`config.mk`:
```
export PLATFORM = sky130hd
export DESIGN_NAME = kgs_load_unit
export DESIGN_NICKNAME = d
export VERILOG_FILES = /design/src/rtl/kgs_pkg.sv /design/src/rtl/kgs_ctrl.sv /design/src/rtl/kgs_dpath.sv /design/src/rtl/kgs_load_unit.sv
export SDC_FILE = /design/constraint.sdc
export NUM_CORES = 1
export LEC_CHECK = 0
export BUFFER_PORTS_ARGS = -buffer_cell sky130_fd_sc_hd__buf_2
export CAP_MARGIN = 10
export CORE_MARGIN = 3
export CORE_UTILIZATION = 55
export DETAILED_ROUTE_END_ITERATION = 12
export HOLD_SLACK_MARGIN = 0.02
export PLACE_DENSITY = 0.95
export SLEW_MARGIN = 5
export SYNTH_ARGS = -nofsm -noshare
export SYNTH_HDL_FRONTEND = slang
export SYNTH_SLANG_ARGS = --single-unit
```
`constraint.sdc`:
```
create_clock -name clk -period 7.2 [get_ports clk]
set_clock_uncertainty 0.1 [all_clocks]
set_input_delay 1.08 -clock clk [delete_from_list [all_inputs] [get_ports clk]]
set_output_delay 1.08 -clock clk [all_outputs]
set_load 0.05 [all_outputs]
```
`src/rtl/kgs_pkg.sv`:
```
package kgs_pkg;
  localparam int SEL_W  = 16;
  localparam int DESC_W = 64;
  localparam int KB_W   = 64;
  localparam int ATTR_W = 12;
  localparam int LIMF_W = 20;
  localparam int IDX_LSB = 3;

  typedef enum logic [1:0] {F_NONE = 2'd0, F_UD = 2'd1, F_GP = 2'd2, F_NP = 2'd3} fault_e;

  typedef enum logic [2:0] {
    S_IDLE, S_CHECK, S_FETCH, S_WAIT, S_VERIFY, S_DONE
  } state_e;

  typedef struct packed {
    logic   capture;
    logic   loadDesc;
    logic   wrNull;
    logic   wrDesc;
    logic   wrFault;
    fault_e code;
  } strobe_t;

  typedef struct packed {
    logic udHit;
    logic isNull;
    logic limitBad;
    logic typeBad;
    logic privBad;
    logic notPresent;
  } status_t;
endpackage

```
`src/rtl/kgs_ctrl.sv`:
```
module kgs_ctrl
  import kgs_pkg::*;
(
  input  logic    clk,
  input  logic    rstN,
  input  logic    start,
  input  logic    memValid,
  input  status_t st,
  output strobe_t stb,
  output logic    memReq,
  output logic    done
);
  state_e state, nxt;

  always_ff @(posedge clk) begin
    if (!rstN) state <= S_IDLE;
    else       state <= nxt;
  end

  always_comb begin
    nxt = state;
    stb = '0;
    stb.code = F_NONE;
    unique case (state)
      S_IDLE: begin
        if (start) begin
          stb.capture = 1'b1;
          nxt = S_CHECK;
        end
      end
      S_CHECK: begin
        if (st.udHit) begin
          stb.wrFault = 1'b1;
          stb.code = F_UD;
          nxt = S_DONE;
        end else if (st.isNull) begin
          stb.wrNull = 1'b1;
          nxt = S_DONE;
        end else if (st.limitBad) begin
          stb.wrFault = 1'b1;
          stb.code = F_GP;
          nxt = S_DONE;
        end else begin
          nxt = S_FETCH;
        end
      end
      S_FETCH: nxt = S_WAIT;
      S_WAIT: begin
        if (memValid) begin
          stb.loadDesc = 1'b1;
          nxt = S_VERIFY;
        end
      end
      S_VERIFY: begin
        if (st.typeBad || st.privBad) begin
          stb.wrFault = 1'b1;
          stb.code = F_GP;
        end else if (st.notPresent) begin
          stb.wrFault = 1'b1;
          stb.code = F_NP;
        end else begin
          stb.wrDesc = 1'b1;
        end
        nxt = S_DONE;
      end
      S_DONE: nxt = S_IDLE;
      default: nxt = S_IDLE;
    endcase
  end

  assign memReq = (state == S_FETCH);
  assign done   = (state == S_DONE);
endmodule

```
`src/rtl/kgs_dpath.sv`:
```
module kgs_dpath
  import kgs_pkg::*;
#(
  parameter int LIM_W = 16
) (
  input  logic               clk,
  input  logic               rstN,
  input  strobe_t            stb,
  input  logic [SEL_W-1:0]   selIn,
  input  logic [1:0]         cplIn,
  input  logic               longMode,
  input  logic               lockPfx,
  input  logic               featEn,
  input  logic [LIM_W-1:0]   tblLimit,
  input  logic [DESC_W-1:0]  memData,
  output status_t            st,
  output logic [SEL_W-1:0]   memAddr,
  output logic [1:0]         faultCode,
  output logic [SEL_W-1:0]   errSel,
  output logic [SEL_W-1:0]   gsSel,
  output logic [ATTR_W-1:0]  gsAttr,
  output logic [LIMF_W-1:0]  gsLimit,
  output logic               gsNull,
  output logic [KB_W-1:0]    kernBase
);
  localparam int BASE_W = 32;
  localparam int OFF_W  = SEL_W > LIM_W ? SEL_W : LIM_W;

  logic [SEL_W-1:0]  selQ;
  logic              udQ;
  logic [LIM_W-1:0]  limQ;
  logic [DESC_W-1:0] descQ;

  // operand capture
  always_ff @(posedge clk) begin
    if (!rstN) begin
      selQ  <= '0;
      udQ   <= 1'b0;
      limQ  <= '0;
      descQ <= '0;
    end else begin
      if (stb.capture) begin
        selQ <= selIn;
        udQ  <= (cplIn != 2'd0) || !longMode || lockPfx || !featEn;
        limQ <= tblLimit;
      end
      if (stb.loadDesc) descQ <= memData;
    end
  end

  // descriptor field extraction
  logic [3:0]        dType;
  logic              dSys;
  logic [1:0]        dDpl;
  logic              dPres;
  logic [BASE_W-1:0] dBase;
  logic [OFF_W-1:0]  lastByte;

  assign dType = descQ[43:40];
  assign dSys  = descQ[44];
  assign dDpl  = descQ[46:45];
  assign dPres = descQ[47];
  assign dBase = {descQ[63:56], descQ[39:32], descQ[31:16]};

  assign lastByte = OFF_W'({selQ[SEL_W-1:IDX_LSB], 3'b111});
  assign memAddr  = {selQ[SEL_W-1:IDX_LSB], 3'b000};

  assign st.udHit      = udQ;
  assign st.isNull     = (selQ[SEL_W-1:2] == '0);
  assign st.limitBad   = lastByte > OFF_W'(limQ);
  assign st.typeBad    = !dSys || (dType[3] && !dType[1]);
  assign st.privBad    = selQ[1:0] > dDpl;
  assign st.notPresent = !dPres;

  // architectural state
  always_ff @(posedge clk) begin
    if (!rstN) begin
      faultCode <= F_NONE;
      errSel    <= '0;
      gsSel     <= '0;
      gsAttr    <= '0;
      gsLimit   <= '0;
      gsNull    <= 1'b0;
      kernBase  <= '0;
    end else if (stb.wrFault) begin
      faultCode <= stb.code;
      errSel    <= (stb.code == F_UD) ? '0 : selQ;
    end else if (stb.wrNull) begin
      faultCode <= F_NONE;
      errSel    <= '0;
      gsSel     <= selQ;
      gsAttr    <= '0;
      gsLimit   <= '0;
      gsNull    <= 1'b1;
      kernBase  <= '0;
    end else if (stb.wrDesc) begin
      faultCode <= F_NONE;
      errSel    <= '0;
      gsSel     <= selQ;
      gsAttr    <= {descQ[55:52], descQ[47:40]};
      gsLimit   <= {descQ[51:48], descQ[15:0]};
      gsNull    <= 1'b0;
      kernBase  <= {{(KB_W-BASE_W){1'b0}}, dBase};
    end
  end
endmodule

```
`src/rtl/kgs_load_unit.sv`:
```
module kgs_load_unit
  import kgs_pkg::*;
#(
  parameter int LIM_W = 16
) (
  input  logic               clk,
  input  logic               rstN,
  input  logic               start,
  input  logic [SEL_W-1:0]   selIn,
  input  logic [1:0]         cplIn,
  input  logic               longMode,
  input  logic               lockPfx,
  input  logic               featEn,
  input  logic [LIM_W-1:0]   tblLimit,
  output logic               memReq,
  output logic [SEL_W-1:0]   memAddr,
  input  logic               memValid,
  input  logic [DESC_W-1:0]  memData,
  output logic               done,
  output logic [1:0]         faultCode,
  output logic [SEL_W-1:0]   errSel,
  output logic [SEL_W-1:0]   gsSel,
  output logic [ATTR_W-1:0]  gsAttr,
  output logic [LIMF_W-1:0]  gsLimit,
  output logic               gsNull,
  output logic [KB_W-1:0]    kernBase
);
  strobe_t stb;
  status_t st;

  kgs_ctrl u_ctrl (
    .clk(clk), .rstN(rstN), .start(start), .memValid(memValid),
    .st(st), .stb(stb), .memReq(memReq), .done(done)
  );

  kgs_dpath #(.LIM_W(LIM_W)) u_dpath (
    .clk(clk), .rstN(rstN), .stb(stb), .selIn(selIn), .cplIn(cplIn),
    .longMode(longMode), .lockPfx(lockPfx), .featEn(featEn),
    .tblLimit(tblLimit), .memData(memData), .st(st), .memAddr(memAddr),
    .faultCode(faultCode), .errSel(errSel), .gsSel(gsSel),
    .gsAttr(gsAttr), .gsLimit(gsLimit), .gsNull(gsNull), .kernBase(kernBase)
  );
endmodule

```
==> key figures <==
Worst setup path
  • Critical Path RT: 7450 ps
  • Kind of critical path: in2reg
  • Crit end category: flip-flop
  • CP max FO: 120
  • Critical Path Source Type: primary input
  • Critical path data arrival time: 3280 ps

Placed design
  • Port bufs: 218
  • Placed cells: 1318
  • GPL Wtd Cong: 0.830
  • HPWL Detailed: 13700 um

Clocking
  • Cts repair resizes: 0
  • Clock-pin transition on the worst setup and hold timing paths: 70 ps
  • Root Buffer: clkbuf_16
  • CTS tree: yes
  • CTS H-Tree Depth: 4
  • Post-CTS Setup Bufs: 0
  • Total CTS buffers: 17
  • Clock sink count: 199
  • Worst-skew pair later-pin latency: 440 ps
  • Bufs on Longest Clock Path: 2
  • Cts-stage hold buffer count: 0

Yosys
  • Synthesis-stage register bit count: 199
  • Yosys cell types: 45
  • Post-Syn Instances: 992
  • Yosys top cell area share: 49.1%
  • Synth Warn #: 0
  • Mean post-synth cell area: 8.18 um^2
  • Post-synth EDFFs: 0
  • Asr flop ratio synth: 0%
  • Synth Cell Area: 8120 um^2
  • Post-synth top flop: dfxtp_1
  • Sequential-to-total area share from yosys stat: 49.1%
  • Area leader, netlist: dfxtp_1
  • Area contributors post-synth: dfxtp_1, nand2_1, a21boi_0, buf_4, a21oi_1

Power
  • Leakage: 3.96 nW
  • Max IR drop VDD: 206 uV
  • Pwr/cell area: 321 nW/um^2

Floorplanning
  • Starting Density: 57.4%
  • Die height: 127 um
  • Core area: 14100 um^2
  • Num ports: 254
  • DIE AREA: 16200 um^2
  • Cell Rows: 43
  • Die X: 127 um

GRT
  • Vias in the first global route: 6924
  • GR Util All Layers: 25.3%
  • Global-route wire length before repair: 33000 um
  • Gr ovfl total: 0
  • Largest net degree at the start of global routing: 121
  • Initial antenna violation count: 4

STA
  • Final period util: 42.1%
  • TNS Setup: 0 ps
  • Slew Limit Fails: 0
  • Final min period: 3030 ps
  • Final hold violation count: 0
  • Setup Viol. Count Final: 0
  • Slew HR: 25.4%
  • Fmax: 330 MHz
  • Tightest Pin Transition: 1120 ps
  • Unrepaired setup endpoints after global routing: false

Finish
  • Layout cells sized above 1: 22.6%
  • P&R area growth vs syn: 19.0%
  • Non-filler cells, final: 1353
  • Final net count: 1277

Job
  • Max cap viols: 0

Route
  • Post-route DRC: 0
  • DR WL/cell: 15.7 um
  • Antenna Nets Post-Route: 0
  • DR iter-0 viols: 527
  • DRT Pass-1 Iters: 5
  • Avg Vias per Cell: 5.35
  • Final Routed Wirelength: 21200 um
  • Vias: 7233

Run status
  • Status: completed

Min path
  • Worst hold path class: reg2reg
## layout make-up
| type | count | area [um^2] |
|---|---|---|
| clock inverters | 14 | 239 |
| well taps | 180 | 225 |
| multi-input cells | 699 | 3570 |
| repair buffers | 224 | 1140 |
| flip-flops and latches | 199 | 3980 |
| inverters | 16 | 60.1 |
| fillers | 1060 | 4500 |
| diodes | 3 | 7.51 |
| clock buffers | 18 | 429 |
## registers in the layout, indices dropped and copies added (netlist names)
register / count
u_ctrl.state: 3
u_dpath.descQ: 64
u_dpath.errSel: 16
u_dpath.faultCode: 2
u_dpath.gsAttr: 12
u_dpath.gsLimit: 20
u_dpath.gsNull: 1
u_dpath.gsSel: 16
u_dpath.kernBase: 32
u_dpath.limQ: 16
u_dpath.selQ: 16
u_dpath.udQ: 1
## path summary, 6_finish.rpt
| path | slack [ps] | cells past startpoint | from | to |
|---|---|---|---|---|
| max | 4170 | 5 | rstN | u_dpath.errSel[8] |
| min | 350 | 2 | u_dpath.kernBase[30] | u_dpath.kernBase[30] |
| max reg2reg | 4340 | 9 | u_dpath.descQ[46] | u_dpath.gsSel[6] |
| min reg2reg | 350 | 2 | u_dpath.kernBase[30] | u_dpath.kernBase[30] |
## power breakdown
part / leakage, nW / switching (mW) / internal (mW)
clock: 0.318 / 0.436 / 0.628
combinational: 2.03 / 0.534 / 0.229
sequential: 1.61 / 0.0895 / 1.18
total: 3.96 / 1.06 / 2.04
## logic make-up (layout without fill, tap and decap cells)
group | after synthesis | in the layout | share of synthesized area (%)
AOI/OAI and AO/OA | 198 | 198 | 16.3
adders and majority gates | 15 | 15 | 2.31
buffers and inverters | 128 | 272 | 8.76
DFF | 199 | 199 | 49.1
muxes | 16 | 16 | 1.97
other | 1 | 38 | 0.0462
and+or+nand+nor | 435 | 435 | 21.5
## worst max-delay path, stage by stage
cell,delay (ps)
buf_4,750
o31ai_4,180
nor3_2,900
nand2_1,150
mux2i_1,180
## through the flow
step | cell area [um^2] | hold WS, ps | total power [mW] | utilization [%] | worst slack (ps)
5_1_grt | 9650 | 367 | 3.22 | 68.2 | 4010
3_3_place_gp | 8980 | 334 | 2.02 | 63.5 | 3940
3_5_place_dp | 8980 | 340 | 2.04 | 63.5 | 3830
6_report | 9650 | 349 | 3.10 | 68.2 | 4170
4_1_cts | 9650 | 349 | 3.10 | 68.2 | 4250
2_1_floorplan | 8240 | 337 | 1.91 | - | 4430
## cells in the mapped netlist, drive strengths merged, types with 2 or more instances
library cell,count
a21boi,114
a21o,2
a21oi,66
a31oi,2
and2,5
and4,2
buf,71
clkbuf,41
dfxtp,199
ha,15
inv,16
mux2i,16
nand2,389
nand2b,2
nand3,6
nand4,4
nor2,7
nor2b,6
nor3,2
nor3b,4
nor4,3
o21a,2
o21ai,5
o31a,2
## layout by cell type, fill, tap and decap left out, types with 10 or more instances in the layout
cell	instances
a21boi_0	104
conb_1	35
clkbuf_16	17
dfxtp_1	199
a21oi_1	66
nand2_1	388
mux2i_1	16
a21boi_1	10
buf_2	217
inv_1	16
ha_1	15
## routing by layer
| layer | share of wire, % | GRT usage [%] |
|---|---|---|
| met1 | 38 | 28.7 |
| met2 | 48 | 43.0 |
| met3 | 9.5 | 6.44 |
| met4 | 4.2 | 15.2 |
| met5 | 0.099 | 0 |
No activity file was read; power rests on OpenSTA's default activity.
